<file path="src/rtl/gpio_chg_pkg.sv">
package gpio_chg_pkg;
   localparam int ADDR_W = 3;

   typedef enum logic [ADDR_W-1:0] {
      SEL_PORT = 3'd0,
      SEL_LAT  = 3'd1,
      SEL_DIR  = 3'd2,
      SEL_CTRL = 3'd3,
      SEL_FLAG = 3'd4
   } reg_sel_e;
endpackage

</file>
<file path="src/rtl/gpio_chg_sync.sv">
module gpio_chg_sync #(
   parameter int W      = 8,
   parameter int STAGES = 2
) (
   input  logic         clk,
   input  logic         rst_n,
   input  logic [W-1:0] d_in,
   output logic [W-1:0] d_sync
);
   if (STAGES < 2) begin : g_bad_stages
      $error("gpio_chg_sync: STAGES must be at least 2");
   end

   logic [W-1:0] stage_q [STAGES];

   for (genvar s = 0; s < STAGES; s++) begin : g_stage
      always_ff @(posedge clk or negedge rst_n) begin
         if (!rst_n)
            stage_q[s] <= '0;
         else if (s == 0)
            stage_q[s] <= d_in;
         else
            stage_q[s] <= stage_q[(s == 0) ? 0 : s-1];
      end
   end

   assign d_sync = stage_q[STAGES-1];
endmodule

</file>
<file path="src/rtl/gpio_chg_regs.sv">
module gpio_chg_regs
   import gpio_chg_pkg::*;
#(
   parameter int W = 8
) (
   input  logic              clk,
   input  logic              rst_n,
   input  logic [ADDR_W-1:0] addr,
   input  logic              wr,
   input  logic              rd,
   input  logic [W-1:0]      wdata,
   input  logic [W-1:0]      pins_sync,
   input  logic              flag,
   output logic [W-1:0]      rdata,
   output logic [W-1:0]      dir_q,
   output logic [W-1:0]      lat_q,
   output logic              pull_off_q,
   output logic              port_touch,
   output logic              flag_clr
);
   reg_sel_e sel;
   assign sel = reg_sel_e'(addr);

   always_ff @(posedge clk or negedge rst_n) begin
      if (!rst_n) begin
         dir_q      <= '1;
         lat_q      <= '0;
         pull_off_q <= 1'b1;
      end else if (wr) begin
         case (sel)
            SEL_PORT, SEL_LAT: lat_q      <= wdata;
            SEL_DIR:           dir_q      <= wdata;
            SEL_CTRL:          pull_off_q <= wdata[0];
            default:           ;
         endcase
      end
   end

   assign port_touch = (wr || rd) && (sel == SEL_PORT);
   assign flag_clr   = wr && (sel == SEL_FLAG) && !wdata[0];

   always_comb begin
      case (sel)
         SEL_PORT: rdata = pins_sync;
         SEL_LAT:  rdata = lat_q;
         SEL_DIR:  rdata = dir_q;
         SEL_CTRL: rdata = {{(W-1){1'b0}}, pull_off_q};
         SEL_FLAG: rdata = {{(W-1){1'b0}}, flag};
         default:  rdata = '0;
      endcase
   end
endmodule

</file>
<file path="src/rtl/gpio_chg_detect.sv">
module gpio_chg_detect #(
   parameter int W      = 8,
   parameter int CHG_LO = 4
) (
   input  logic         clk,
   input  logic         rst_n,
   input  logic [W-1:0] pins_sync,
   input  logic [W-1:0] dir_q,
   input  logic         port_touch,
   input  logic         flag_clr,
   output logic         flag_q,
   output logic         mismatch
);
   if (CHG_LO < 0 || CHG_LO >= W) begin : g_bad_lo
      $error("gpio_chg_detect: CHG_LO out of range");
   end

   logic [W-1:0] snap_q;
   logic [W-1:0] eligible;

   for (genvar b = 0; b < W; b++) begin : g_elig
      if (b >= CHG_LO) begin : g_on
         assign eligible[b] = dir_q[b] & (pins_sync[b] ^ snap_q[b]);
      end else begin : g_off
         assign eligible[b] = 1'b0;
      end
   end

   assign mismatch = |eligible;

   always_ff @(posedge clk or negedge rst_n) begin
      if (!rst_n) begin
         snap_q <= '0;
         flag_q <= 1'b0;
      end else begin
         if (port_touch)
            snap_q <= pins_sync;
         if (mismatch)
            flag_q <= 1'b1;
         else if (flag_clr)
            flag_q <= 1'b0;
      end
   end
endmodule

</file>
<file path="src/rtl/gpio_chg_pad.sv">
module gpio_chg_pad #(
   parameter int W       = 8,
   parameter int LVP_BIT = 5
) (
   input  logic [W-1:0] dir_q,
   input  logic [W-1:0] lat_q,
   input  logic         pull_off_q,
   input  logic         lvp_mode,
   output logic [W-1:0] oe,
   output logic [W-1:0] dout,
   output logic [W-1:0] pu
);
   for (genvar b = 0; b < W; b++) begin : g_bit
      assign oe[b]   = ~dir_q[b];
      assign dout[b] = lat_q[b];
      if (b == LVP_BIT) begin : g_lvp
         assign pu[b] = ~pull_off_q & dir_q[b] & ~lvp_mode;
      end else begin : g_norm
         assign pu[b] = ~pull_off_q & dir_q[b];
      end
   end
endmodule

</file>
<file path="src/rtl/gpio_chg_port.sv">
module gpio_chg_port
   import gpio_chg_pkg::*;
#(
   parameter int PORT_W      = 8,
   parameter int CHG_LO      = 4,
   parameter int LVP_BIT     = 5,
   parameter int SYNC_STAGES = 2
) (
   input  logic              clk,
   input  logic              rst_n,
   input  logic [ADDR_W-1:0] bus_addr,
   input  logic              bus_wr,
   input  logic              bus_rd,
   input  logic [PORT_W-1:0] bus_wdata,
   output logic [PORT_W-1:0] bus_rdata,
   input  logic [PORT_W-1:0] pin_in,
   output logic [PORT_W-1:0] pin_oe,
   output logic [PORT_W-1:0] pin_out,
   output logic [PORT_W-1:0] pin_pu,
   input  logic              lvp_mode,
   output logic              chg_irq,
   output logic              wake_req
);
   if (LVP_BIT >= PORT_W) begin : g_bad_lvp
      $error("gpio_chg_port: LVP_BIT outside the port");
   end

   logic [PORT_W-1:0] pins_sync, dir_q, lat_q;
   logic              pull_off_q, port_touch, flag_clr, flag_q, mismatch;

   gpio_chg_sync #(.W(PORT_W), .STAGES(SYNC_STAGES)) i_sync (
      .clk(clk), .rst_n(rst_n), .d_in(pin_in), .d_sync(pins_sync));

   gpio_chg_regs #(.W(PORT_W)) i_regs (
      .clk(clk), .rst_n(rst_n), .addr(bus_addr), .wr(bus_wr), .rd(bus_rd),
      .wdata(bus_wdata), .pins_sync(pins_sync), .flag(flag_q),
      .rdata(bus_rdata), .dir_q(dir_q), .lat_q(lat_q),
      .pull_off_q(pull_off_q), .port_touch(port_touch), .flag_clr(flag_clr));

   gpio_chg_detect #(.W(PORT_W), .CHG_LO(CHG_LO)) i_detect (
      .clk(clk), .rst_n(rst_n), .pins_sync(pins_sync), .dir_q(dir_q),
      .port_touch(port_touch), .flag_clr(flag_clr),
      .flag_q(flag_q), .mismatch(mismatch));

   gpio_chg_pad #(.W(PORT_W), .LVP_BIT(LVP_BIT)) i_pad (
      .dir_q(dir_q), .lat_q(lat_q), .pull_off_q(pull_off_q),
      .lvp_mode(lvp_mode), .oe(pin_oe), .dout(pin_out), .pu(pin_pu));

   assign chg_irq  = flag_q;
   assign wake_req = flag_q | mismatch;
endmodule

</file>
<file path="config.mk">
export PLATFORM = sky130hd
export DESIGN_NAME = gpio_chg_port
export DESIGN_NICKNAME = d
export VERILOG_FILES = /design/src/rtl/gpio_chg_pkg.sv /design/src/rtl/gpio_chg_sync.sv /design/src/rtl/gpio_chg_regs.sv /design/src/rtl/gpio_chg_detect.sv /design/src/rtl/gpio_chg_pad.sv /design/src/rtl/gpio_chg_port.sv
export SDC_FILE = /design/constraint.sdc
export NUM_CORES = 1
export LEC_CHECK = 0
export BUFFER_PORTS_ARGS = -buffer_cell sky130_fd_sc_hd__buf_2
export CORE_UTILIZATION = 47
export CTS_CLUSTER_SIZE = 28
export DETAILED_ROUTE_END_ITERATION = 10
export GPL_TIMING_DRIVEN = 0
export PLACE_DENSITY = 0.8
export SLEW_MARGIN = 20
export SYNTH_ARGS = -nofsm -noshare
export SYNTH_HDL_FRONTEND = slang
export SYNTH_HIERARCHICAL = 1
export SYNTH_SLANG_ARGS = --single-unit
</file>
<file path="constraint.sdc">
create_clock -name clk -period 1.5 [get_ports clk]
set_input_delay 0.075 -clock clk [delete_from_list [all_inputs] [get_ports clk]]
set_output_delay 0.075 -clock clk [all_outputs]
set_load 0.05 [all_outputs]
</file>
## Word-level counts from Yosys, hierarchy flattened

Cells that the tools add are included.

- Register bits: 42
- Output and inout port bits: 34
- Input bits: 24

- Bitwise logic cells: 28
- Reduce and logical (&&, ||, !) cells: 12
- Eq/ne operators: 4
- Mux-type cells: 3

Operator list:

| kind | count |
|---|---|
| 8-bit one-hot mux with 5 select lines | 1 |
| 1-bit AND | 13 |
| 1-bit NOT | 10 |
| 3-bit by 2-bit equality test with 1-bit output (second input constant) | 2 |
| 2-bit AND reduction | 3 |
| 4-bit OR reduction | 1 |
| 1-bit bitwise XOR | 4 |
| 3-bit by 1-bit equality test with 1-bit output (second input constant) | 1 |
| 3-bit equality test (second input constant) | 1 |
| 1-bit logical AND | 3 |
| 3-bit logical NOT | 1 |
| 1-bit 2-to-1 mux | 2 |
| 2-bit nonzero test | 1 |
| 2-bit OR reduction | 1 |
| 1-bit logical NOT | 1 |
| 1-bit logical OR | 1 |
| 1-bit bitwise OR | 1 |

## Longest topological paths before layout

- Depth in word-level cells: 5
- Mapped depth: 5
- Depth with buffers taken out: 4

## Hierarchy

Netlist, hierarchy kept.

By module, submodules not included:

| module | cells each | instances | area each (um^2) | sequential area each (um^2) |
|---|---|---|---|---|
| gpio_chg_regs | 83 | 1 | 987.2 | 436.7 |
| gpio_chg_sync | 24 | 1 | 460.4 | 400.4 |
| gpio_chg_detect | 18 | 1 | 235.2 | 125.1 |
| gpio_chg_pad | 24 | 1 | 146.4 | 0.0 |
| gpio_chg_port | 1 | 1 | 6.3 | 0.0 |

## Worst setup path after synthesis

Ideal clock, no wire load.

- Kind: reg2out
- Start point: reg i_detect.flag_q
- End point: out bus_rdata[0]
- Data required time: 1.425 ns
- Slack: -0.251 ns
- Stages on the path, launching flop included: 4
- Arrival time: 1.676 ns
- Path buffers: 0
- Path through: dfrtp_1 > nand2_1 > o22a_1 > o22ai_1

- Word-level cells in the longest chain between the ends: 1

Ends and longest elaborated chain:

| element | line | RTL |
|---|---|---|
| start: declaration | gpio_chg_detect.sv:11 | `output logic flag_q,` |
| start signal: assignment | gpio_chg_detect.sv:34 | `flag_q <= 1'b0;` |
| start signal: assignment | gpio_chg_detect.sv:39 | `flag_q <= 1'b1;` |
| start signal: assignment | gpio_chg_detect.sv:41 | `flag_q <= 1'b0;` |
| 8-bit one-hot mux with 5 select lines | gpio_chg_regs.sv:43 | `case (sel)` |
| end: declaration | gpio_chg_port.sv:15 | `output logic [PORT_W-1:0] bus_rdata,` |

No other way between the ends.

## Worst setup path in the final report

- Start point: reg i_detect.snap_q[6]
- End point: out wake_req

- Word-level cells in the longest chain between the ends: 4

Ends and longest elaborated chain:

| element | line | RTL |
|---|---|---|
| start: declaration | gpio_chg_detect.sv:18 | `logic [W-1:0] snap_q;` |
| start signal: assignment | gpio_chg_detect.sv:37 | `snap_q <= pins_sync;` |
| 1-bit bitwise XOR | gpio_chg_detect.sv:23 | `assign eligible[b] = dir_q[b] & (pins_sync[b] ^ snap_q[b]);` |
| 1-bit AND | gpio_chg_detect.sv:23 |  |
| 4-bit OR reduction | gpio_chg_detect.sv:29 | `assign mismatch = \|eligible;` |
| via mismatch | gpio_chg_port.sv:29 | `logic pull_off_q, port_touch, flag_clr, flag_q, mismatch;` |
| 1-bit bitwise OR | gpio_chg_port.sv:50 | `assign wake_req = flag_q \| mismatch;` |
| end: declaration | gpio_chg_port.sv:22 | `output logic wake_req` |

The timed path passes the listed nets, and every way through them passes these cells.

==> impl_metrics.yaml <==
status:
  status: "complete, but fails checks"
  violations: "setup timing"
synth:
  syn_area_per_cell_um2: 12.2
  ys_seq_area_frac: 0.524
  synth_edf_count: 0
  ys.flop_type: "dfrtp_1"
  synth_nets: 174
  synthDistinctLibCells: 29
  async_flop_share: 1.00
  ys_seq_elements: 38
  synth.area.top_cells: "dfrtp_1 40%, dfstp_2 13%, mux2_2 12%"
  synthCells: 150
  syn-cell-area_um2: 1840
  yosysTopAreaCellShare: 0.395
  yosysWarnings: 6
  yosys.area.top_type: "dfrtp_1"
sta:
  tns_ns: -0.109
  hold_viol_final: 0
  max_freq_mhz: 621
  setup_ws_ns: -0.109
  drv_slew: 0
  slew_headroom: 0.464
  period_minus_slack_ns: 1.61
  worst_slew_pin_slew_ns: 0.804
  setup-violations-final: 1
  fin_crit_sh: 1.07
  skew_ns: 0.00346
  rsz0062_at_grt: "yes"
setup_path:
  reg2reg_depth: 3
  path_buf_inv: 1
  path_cells: "xor2_2 > a22oi_2 > nand2_1 > or2_1 > buf_6"
  cp-end-kind: "output pin"
  max_stage_delay_ns: 0.42
  path_max_fanout: 2
  cp-start-kind: "register"
  r2r_slack_ns: 0.49
  r2r_start: "i_detect/snap_q[6]"
  critPathTopFamily: "flip-flops"
  critPathArrivalTime_ns: 1.53
  r2r-end: "i_detect/flag_q"
  crit_required_ns: 1.42
  critPathKind: "reg -> out"
  slowest_stage: "dfrtp_1"
global_routing:
  antenna_found_initial: 0
  grt_pass1_vias: 1207
  grt_use_total: 0.188
  grt_max_degree: 39
  grt_overflow: 0
  grt_pass1_wl_mm: 5.69
placement:
  place_congestion: 0.723
  dp_hpwl_mm: 2.48
  placedCellCount: 253
  io_buffer_count: 55
final_layout:
  antennaDiodeCount: 0
  final_cells: 269
  multi_input_comb_area_um2: 716
  post-route-util: 0.662
  fill_cells: 293
  fin_nets: 244
  areaGrowthSynthToFinish_pct: 33.9
  seq_area_um2: 962
  drive_gt1_frac: 0.597
die:
  dieArea_um2: 4160
  fp.coreArea_um2: 3720
  io_pins: 58
  num_rows: 22
  start_util: 0.494
  die-width_um: 64.5
  die_h_um: 64.5
power:
  p_per_area_nw_per_um2: 1390
  p_total_mw: 3.42
  p_leak_nw: 1.17
  ir_worst_vdd_v: 0.000869
route:
  met3_length_um: 143
  routed_wl_mm: 3.55
  wl_met2_mm: 1.77
  vias: 1256
  drc: 0
  via_per_inst: 4.67
  dr.first_iter.drc_count: 44
  ant_nets: 0
  met1Wirelength_mm: 1.58
  top_layer_used: "met4"
  wl_per_cell_um: 13.2
  dr.pass1.iters: 4
clock_tree:
  clk_pin_slew_worst_paths_ns: 0.07
  cts_buffers: 5
  cts_max_path_buffers: 2
  clk_latency_ns: 0.29
  cts_num_sinks: 38
  cts-htree-levels: 2
  cts-root-buf: "clkbuf_8"
  cts_tree: "done"
job:
  cap_viol_max_count: 0
hold_path:
  holdPathStages: 2
  min-delay-start: "bus_wdata[5]"
  hold_path_end: "i_regs/lat_q[5]"
  min_path_type: "in -> reg"
## cells in the final DEF (no fill, tap or decap), types with 3 or more instances in the layout
master / Yosys / routed
buf_6: 2 / 8
xor2_1: 4 / 3
dfrtp_1: 29 / 29
a21oi_2: 0 / 6
mux2i_1: 8 / 8
mux2_2: 19 / 19
or2_2: 6 / 5
nor2b_1: 7 / 7
buf_2: 3 / 49
dfstp_2: 9 / 9
clkbuf_8: 0 / 8
inv_1: 8 / 8
buf_4: 16 / 18
dlygate4sd3_1: 0 / 9
nand2_1: 11 / 11
## per-layer routing
layer / global-route usage / vias up
met5: 0 / -
met4: 0.0750 / 0
met3: 0.0599 / 6
met2: 0.297 / 33
met1: 0.240 / 598
li1: - / 619
## kinds of logic (layout without fill, tap and decap cells)
family          after synthesis  in the layout  synth area share
flops                        38             38             0.524
simple gates                 37             37             0.132
buf+inv                      30            101             0.113
mux                          29             29             0.172
compound gates               12             12            0.0395
xor+xnor                      4              4            0.0191
## cell type report
class | instances | area share
buffer | 18 | 0.0601
clock buffer | 8 | 0.0448
inverter | 8 | 0.0122
multi-input combinational | 82 | 0.291
sequential | 38 | 0.391
tap | 48 | 0.0244
timing repair buffer | 67 | 0.176
## state kept, by name, indices dropped and copies added, names as in the netlist
| signal | count |
|---|---|
| i_sync/stage_q | 8 |
| i_sync/d_sync | 8 |
| i_regs/pull_off_q | 1 |
| i_regs/dir_q | 8 |
| i_detect/flag_q | 1 |
| i_detect/snap_q | 4 |
| i_regs/lat_q | 8 |
## worst max-delay path by stage
stage,startpoint,to,cells past startpoint
after global placement,bus_addr[2],i_detect/snap_q[4],4
after global routing,i_detect/snap_q[6],wake_req,5
after detailed placement,bus_addr[2],i_detect/snap_q[4],4
after CTS,i_detect/snap_q[6],wake_req,5
final,i_detect/snap_q[6],wake_req,5
after floorplan,i_sync/d_sync[5],bus_rdata[5],4
## what timing repair did
| item | CTS | global route |
|---|---|---|
| gates resized for setup | 10 | 12 |
| setup endpoints to repair | 6 | 12 |
| hold buffers | 9 | 0 |
| buffers inserted | 2 | 1 |
| endpoints found under the hold margin | 37 | 0 |
| pin swaps | 4 | 1 |
## worst register-to-register path, stage by stage, from the launching register on
cell     delay (ns)
dfrtp_1        0.42
xor2_2         0.19
a22oi_2        0.19
nand3_1        0.09
## report_power, final
| part | switching (mW) | leakage (nW) | internal [mW] | total (mW) |
|---|---|---|---|---|
| clock network | 0.334 | 0.0575 | 0.464 | 0.798 |
| logic | 0.843 | 0.677 | 0.454 | 1.30 |
| registers | 0.120 | 0.432 | 1.21 | 1.33 |
## cell usage after synthesis (3+ instances only)
cell type,count
a21oi_1,7
buf_2,3
buf_4,16
dfrtp_1,29
dfstp_2,9
inv_1,8
mux2_2,19
mux2i_1,8
nand2_1,11
nor2b_1,7
or2_2,6
xor2_1,4
## through the flow
| stage | setup WS [ns] | cell area (um^2) | hold WS (ns) |
|---|---|---|---|
| global placement | -0.212 | 2200 | 0.183 |
| CTS | -0.107 | 2420 | 0.0227 |
| floorplan | 0.00576 | 1860 | -0.221 |
| detailed placement | -0.271 | 2200 | 0.184 |
| global route | -0.188 | 2460 | 0.0206 |
| finish | -0.109 | 2460 | 0.0289 |
(Power assumes the default switching activity.)
